**config.mk**
```make
export PLATFORM = sky130hd
export DESIGN_NAME = pcm_serial_port
export DESIGN_NICKNAME = d
export VERILOG_FILES = /design/src/rtl/pcm_serial_port.sv
export SDC_FILE = /design/constraint.sdc
export NUM_CORES = 1
export LEC_CHECK = 0
export BUFFER_PORTS_ARGS = -buffer_cell sky130_fd_sc_hd__clkbuf_2
export CAP_MARGIN = 20
export CORE_MARGIN = 3
export CORE_UTILIZATION = 44
export CTS_CLUSTER_DIAMETER = 100
export CTS_CLUSTER_SIZE = 10
export DETAILED_ROUTE_END_ITERATION = 16
export GPL_ROUTABILITY_DRIVEN = 0
export SLEW_MARGIN = 20
export SYNTH_ARGS = -nofsm -noshare
export SYNTH_HDL_FRONTEND = slang
export SYNTH_SLANG_ARGS = --single-unit
```
**constraint.sdc**
```tcl
create_clock -name clk -period 2.81 [get_ports clk]
set_clock_uncertainty 0.1 [all_clocks]
set_input_delay 0.281 -clock clk [delete_from_list [all_inputs] [get_ports clk]]
set_output_delay 0.281 -clock clk [all_outputs]
set_load 0.1 [all_outputs]
```
**src/rtl/pcm_serial_port.sv**
```systemverilog
module pcm_serial_port #(
  parameter int N_CH       = 2,
  parameter int W          = 8,
  parameter int DIV        = 10,
  parameter int FRAME_BITS = 256
) (
  input  logic                clk,
  input  logic                rst_n,
  input  logic                ext_mode,
  input  logic                sclk_in,
  input  logic                fsr_n,
  input  logic                fsx_n,
  input  logic [N_CH-1:0]     dr,
  input  logic [N_CH*W-1:0]   tx_data,
  output logic                sclk_out,
  output logic                sclk_oe,
  output logic                frame_out,
  output logic [N_CH-1:0]     dx,
  output logic [N_CH-1:0]     dx_oe,
  output logic [N_CH*W-1:0]   rx_data,
  output logic                rx_valid,
  output logic                tx_taken
);
  localparam int DW = (DIV > 1) ? $clog2(DIV) : 1;
  localparam int BW = (FRAME_BITS > 1) ? $clog2(FRAME_BITS) : 1;
  localparam int CW = (W > 1) ? $clog2(W) : 1;
  localparam logic [DW-1:0] D_LAST = DW'(DIV - 1);
  localparam logic [DW-1:0] D_HALF = DW'(DIV / 2 - 1);
  localparam logic [BW-1:0] B_LAST = BW'(FRAME_BITS - 1);
  localparam logic [CW-1:0] C_LAST = CW'(W - 1);

  logic [DW-1:0] dcnt;
  logic [BW-1:0] bcnt;
  logic          alive, ext_q, sclk_q, fsr_q, fsx_q;
  logic          rx_act, tx_act;
  logic [CW-1:0] rx_cnt, tx_cnt;

  wire mode_chg = ext_q != ext_mode;
  wire int_rise = dcnt == D_LAST;
  wire int_fall = dcnt == D_HALF;
  wire rise     = !mode_chg && (ext_mode ? (sclk_in && !sclk_q) : int_rise);
  wire fall     = !mode_chg && (ext_mode ? (!sclk_in && sclk_q) : int_fall);
  wire rx_start = !mode_chg && (ext_mode ? (!fsr_n && fsr_q) : (int_rise && bcnt == '0));
  wire tx_start = !mode_chg && (ext_mode ? (!fsx_n && fsx_q) : (int_rise && bcnt == '0));
  wire tx_load  = !mode_chg && (ext_mode ? (fsx_n && !fsx_q) : (int_rise && bcnt == B_LAST));
  wire rx_last  = fall && rx_act && rx_cnt == C_LAST;
  wire rx_commit = !mode_chg && (ext_mode ? (fsr_n && !fsr_q) : rx_last);

  assign sclk_oe   = alive && !ext_mode;
  assign sclk_out  = sclk_oe && (dcnt <= D_HALF);
  assign frame_out = sclk_oe && (bcnt == '0);

  always_ff @(posedge clk or negedge rst_n) begin
    if (!rst_n) begin
      dcnt <= '0; bcnt <= '0; alive <= 1'b0; ext_q <= 1'b0;
      sclk_q <= 1'b0; fsr_q <= 1'b1; fsx_q <= 1'b1;
      rx_act <= 1'b0; tx_act <= 1'b0; rx_cnt <= '0; tx_cnt <= '0;
      rx_valid <= 1'b0; tx_taken <= 1'b0;
    end else begin
      alive    <= 1'b1;
      ext_q    <= ext_mode;
      sclk_q   <= sclk_in;
      fsr_q    <= fsr_n;
      fsx_q    <= fsx_n;
      rx_valid <= rx_commit;
      tx_taken <= tx_load;
      if (mode_chg) begin
        dcnt <= '0; bcnt <= '0; rx_act <= 1'b0; tx_act <= 1'b0;
      end else begin
        dcnt <= int_rise ? '0 : dcnt + 1'b1;
        if (int_rise) bcnt <= (bcnt == B_LAST) ? '0 : bcnt + 1'b1;
        if (rx_start) begin
          rx_act <= 1'b1; rx_cnt <= '0;
        end else if (fall && rx_act) begin
          if (rx_cnt == C_LAST) rx_act <= 1'b0;
          else rx_cnt <= rx_cnt + 1'b1;
        end
        if (tx_start) begin
          tx_act <= 1'b1; tx_cnt <= '0;
        end else if (rise && tx_act) begin
          if (tx_cnt == C_LAST) tx_act <= 1'b0;
          else tx_cnt <= tx_cnt + 1'b1;
        end
      end
    end
  end

  for (genvar c = 0; c < N_CH; c++) begin : g_ch
    logic [W-1:0] rsr, rhold, tsr;
    always_ff @(posedge clk or negedge rst_n) begin
      if (!rst_n) begin
        rsr <= '0; rhold <= '0; tsr <= '0;
      end else begin
        if (fall && rx_act) rsr <= {rsr[W-2:0], dr[c]};
        if (rx_commit) rhold <= ext_mode ? rsr : {rsr[W-2:0], dr[c]};
        if (tx_load) tsr <= tx_data[c*W +: W];
      end
    end
    assign rx_data[c*W +: W] = rhold;
    assign dx[c]    = tsr[C_LAST - tx_cnt];
    assign dx_oe[c] = tx_act;
  end

  // delivery strobe never lasts two clocks
  a_r3_valid_single: assert property (@(posedge clk) disable iff (!rst_n)
    rx_valid |=> !rx_valid);
  // delivered samples only change on a commit
  a_r7_rx_held: assert property (@(posedge clk) disable iff (!rst_n)
    !$past(rx_commit) |-> $stable(rx_data));
  // a transmit bit holds between bit-clock rising edges
  a_r5_dx_steady: assert property (@(posedge clk) disable iff (!rst_n)
    (dx_oe[0] && $past(dx_oe[0]) && !$past(rise) && !$past(tx_start) && !$past(tx_load))
      |-> $stable(dx[0]));
  // mode change releases the transmit lines
  a_r9_switch_quiet: assert property (@(posedge clk) disable iff (!rst_n)
    (ext_mode != $past(ext_mode)) |=> (dx_oe == '0));
  // the frame pulse spans more than one clock
  a_r2_frame_len: assert property (@(posedge clk) disable iff (!rst_n)
    $rose(frame_out) |=> (frame_out || ext_mode));
endmodule

```
* After elaboration in Yosys (flattened, before gate mapping)
Cells that the tools add are included.
Cells by class: add/subtract/negate cells 5, multiply operators 0, div/mod/pow operators 0, magnitude comparators 2, eq/ne operators 8, shift operators 0, mux-type cells 31, bitwise logic cells 1, reductions and logical operators 40
Operators by type and width (number):
- $mux W8 | 5
- $logic_and A1 B1 Y1 | 20
- $mux W3 | 6
- $mux W1 | 16
- $reduce_bool A3 Y1 | 4
- $add A8 B1 Y8 const B | 1
- $eq A8 B8 Y1 const B | 1
- $logic_not A1 Y1 | 8
- $logic_not A8 Y1 | 1
- $mux W4 | 2
- $add A3 B1 Y3 const B | 2
- $bmux W1 S3 | 2
- $eq A3 B3 Y1 const B | 2
- $reduce_and A3 Y1 | 2
- $reduce_bool A2 Y1 | 3
- $add A4 B1 Y4 const B | 1
- $eq A4 B3 Y1 const B | 1
- $eq A4 B4 Y1 const B | 1
- $le A4 B3 Y1 const B | 1
- $lt A3 B4 Y1 const B | 1
- $ne A2 B2 Y1 const B | 2
- $reduce_and A2 Y1 | 2
- $sub A3 B3 Y3 const A | 1
- $ne A1 B1 Y1 | 1
- $not A1 Y1 | 1
Word-level totals: register bits 75, latch bits 0, RAM bits 0, bits in read-only memories 0, input port bits 24, output and inout port bits 25, logic and storage cells 106, memories kept 0

* Depth between registers and ports, before layout
word-level depth 8, mapped depth 9, gate-level depth less buffers 6

* Least setup slack after synthesis
OpenSTA, ideal clock, no wires.
path type input-to-output, from input ext_mode, to output sclk_out, arrival 3.538 ns, required time 2.429 ns, setup slack -1.109 ns, stages on the path 5, path buffers 2, cells stage by stage buf_6 buf_4 nor2b_1 o21ai_0 nor2_1
On the way: longest elaborated chain between the ends 3
RTL lines:
- from (decl) | RTL line 9 | input logic ext_mode,
- $logic_not A1 Y1 | RTL line 49 | assign sclk_oe = alive && !ext_mode;
- $logic_and A1 B1 Y1 | RTL line 49
- named net sclk_oe | RTL line 16 | output logic sclk_oe,
- $logic_and A1 B1 Y1 | RTL line 50 | assign sclk_out = sclk_oe && (dcnt <= D_HALF);
- to (decl) | RTL line 15 | output logic sclk_out,
The timed path passes the listed nets, and every way through them passes these cells.

* Final worst setup path
from register tx_cnt[0], to output dx[0]
On the way: longest elaborated chain between the ends 3
RTL lines:
- from (decl) | RTL line 36 | logic [CW-1:0] rx_cnt, tx_cnt;
- from (signal assigned) | RTL line 82 | else tx_cnt <= tx_cnt + 1'b1;
- $sub A3 B3 Y3 | RTL line 100 | assign dx[c] = tsr[C_LAST - tx_cnt];
- $bmux W1 S3 | RTL line 100
- $mux W1 (implied by the code) | RTL line 100
- to (decl) | RTL line 18 | output logic [N_CH-1:0] dx,
Every way passes these cells. The select of a mux whose other input is x is not followed.

==> results.cfg <==
[detailed_routing]
wl_um = 6350
viasPerCell = 5.19
dr.pass1.iters = 4
drtIter0Drc = 86
wl_per_cell_um = 14.6
vias = 2264
drc = 0
ant_nets = 0

[grt]
grt_usage_pct = 15.7
antenna_found_initial = 0
grt_pass1_vias = 2330
grt_pass1_wl_um = 11100
overflow = 0
grt_max_degree = 76

[run]
drv_cap = 0

[sta]
slew_violations = 0
setup_violations = 0
worst_slew_pin_slew_ns = 0.933
holdWs_ns = -0.0443
hold_viol = 36
slew-limit-headroom_pct = 37.8
period_share_pct = 87.9
setup_tns_ns = 0
fmax_mhz = 405
period_needed_ns = 2.47
rsz0062_at_grt = no

[clock_tree]
clk_path_buf_depth = 2
cts_buffers = 9
clock_sinks = 75
htree_levels = 3
clock_latency_ns = 0.34
cts_tree = yes
cts_root_buf = clkbuf_8
clkTransAtPathRegs_ns = 0.08

[pwr]
p_leak_nw = 1.91
powerDensity_nw_per_um2 = 698
ir_worst_vdd_uv = 414

[final_layout]
drive_gt1_share_pct = 35.0
stdcell_count = 436
syn2layout_area_growth_pct = 14.6
fin_nets = 365
fillers = 666
antenna_cells = 0

[worst_setup_path]
cp_max_fo = 6
setup.worst_path.class = flip-flop to output pin
crit_arrival_ns = 2.09
endpoint_kind = output pin
required_ns = 2.43
critPathLaunchType = flip-flop

[min_path]
hold_class = input port to asynchronous set/reset pin

[floorplan]
io_pins = 49
die_h_um = 95.4
die_area_um2 = 9100
dieWidth_um = 95.4
coreArea_um2 = 7490
initial_core_util_pct = 47.0
row_count = 31

[synthesis]
syn_area_per_cell_um2 = 12.6
yosys_warnings = 0
yosysUniqueCellTypes = 45
syn-cell-area_um2 = 3520
synth-seq-area-share_pct = 53.4
synth_seq_cells = 75
synth_nets = 313
syn_inst = 280

[run_status]
violations = hold timing
status = finished, violations left

[place]
dp.cells = 417
port_buffers = 48
hpwl_um = 4350
critical path, stage by stage (launching register included):
cell and delay [ns]:
dfrtp_1 0.55, mux4_2 0.54, mux2_2 0.28, clkbuf_2 0.37
final cells by class:
| type | count | area, um^2 | area share, % |
|---|---|---|---|
| multi-input combinational | 182 | 1520 | 37.6 |
| timing repair buffer | 56 | 310 | 7.70 |
| inverter | 8 | 30.0 | 0.745 |
| tap | 99 | 124 | 3.07 |
| clock inverter | 5 | 38.8 | 0.962 |
| sequential | 75 | 1880 | 46.6 |
| clock buffer | 11 | 131 | 3.26 |
path summary, 6_finish.rpt:
check,end,slack [ns],depth (start not counted),start
max,dx[0],0.34,3,tx_cnt[0]
min,tx_taken,-0.04,1,rst_n
max reg2reg,g_ch[1].tsr[0],0.49,7,dcnt[1]
min reg2reg,g_ch[1].tsr[3],0.41,1,g_ch[1].tsr[3]
max in group asynchronous,g_ch[1].tsr[1],2.01,1,rst_n
min in group clk,g_ch[0].tsr[4],0.07,2,tx_data[4]
stage by stage:
| stage | utilization, % | total power [mW] | cell area, um^2 | hold slack [ns] | worst slack (ns) |
|---|---|---|---|---|---|
| 6_report | 53.9 | 2.81 | 4030 | -0.0443 | 0.340 |
| 5_1_grt | 53.9 | 2.96 | 4030 | 0.0299 | 0.175 |
| 4_1_cts | 53.9 | 2.86 | 4030 | 0.00633 | 0.305 |
| 3_5_place_dp | 51.2 | 2.11 | 3830 | 0.298 | 0.493 |
| 3_3_place_gp | 51.2 | 2.10 | 3830 | 0.292 | 0.522 |
| 2_1_floorplan | - | 1.96 | 3530 | -0.115 | 0.0876 |
power by group:
group / leakage [nW] / internal (mW) / switching [mW]
sequential: 0.961 / 1.20 / 0.0789
combinational: 0.877 / 0.206 / 0.594
clock: 0.0722 / 0.324 / 0.408
total: 1.91 / 1.73 / 1.08
synth_stat cells (all sizes together):
master	number	area, um^2
a211oi	4	30.0
a21oi	18	90.1
a221oi	1	8.76
a31o	3	26.3
and3	3	20.0
and3b	2	17.5
and4	2	20.0
and4bb	1	12.5
buf	11	96.3
clkbuf	4	15.0
conb	1	3.75
dfrtp	73	1830
dfstp	2	52.6
ha	9	113
inv	8	30.0
mux2	34	417
mux2i	20	200
mux4	4	90.1
nand2	10	37.5
nand2b	4	25.0
nand3	3	15.0
nand3b	2	15.0
nand4	2	12.5
nand4b	1	8.76
nor2	30	113
nor2b	1	6.26
nor3	1	5.00
nor3b	1	7.51
nor4b	1	8.76
o2111ai	2	17.5
o21ai	6	30.0
o221a	1	11.3
o22ai	1	6.26
o32ai	1	16.3
or2	1	6.26
or4b	1	10.0
xnor2	6	52.6
xor2	5	43.8
per-layer routing:
metal  track usage, %  part of all wire (%)  up-vias
li1                 -                     -     1090
met1             20.6                    46     1134
met2             25.5                    49       36
met3             4.74                   4.2        4
met4             4.27                  0.72        0
met5                0                     0        -
repair_timing:
action,CTS,global route
hold endpoints to repair,3,0
buffers inserted,0,0
hold buffers,3,0
resized for setup,0,0
cells in the final DEF (no fill, tap or decap), types with 2 or more instances in the layout:
cell type      count
a211oi_1           4
a21oi_1           18
a31o_2             2
and3_1             2
and3b_1            2
buf_4              6
clkbuf_1           2
clkbuf_2          47
clkbuf_8           9
clkinvlp_4         4
dfrtp_1           73
dfstp_2            2
dlygate4sd3_1      3
ha_1               9
inv_1              8
mux2_2            25
mux2_4             9
mux2i_1           20
mux4_2             4
nand2_1           10
nand2b_1           4
nand3_1            3
nand3b_1           2
nand4_1            2
nor2_1            29
o2111ai_1          2
o21ai_0            6
xnor2_1            6
xor2_1             5
cell families (layout without fill, tap and decap cells):
group / count (synthesis) / count (layout) / synth area share [%]
simple gates: 66 / 66 / 9.68
other cells: 1 / 1 / 0.107
buf+inv: 23 / 80 / 4.02
mux: 58 / 58 / 20.1
xor+xnor: 11 / 11 / 2.74
flops: 75 / 75 / 53.4
compound gates: 37 / 37 / 6.72
fa+ha+maj: 9 / 9 / 3.20
sequential cells by signal (all words and copies together), names as in the netlist, 3 cells and up:
name	count
g_ch.rhold	16
g_ch.rsr	16
g_ch.tsr	16
bcnt	8
dcnt	4
rx_cnt	3
tx_cnt	3
Power figures use the tool's default switching activity.
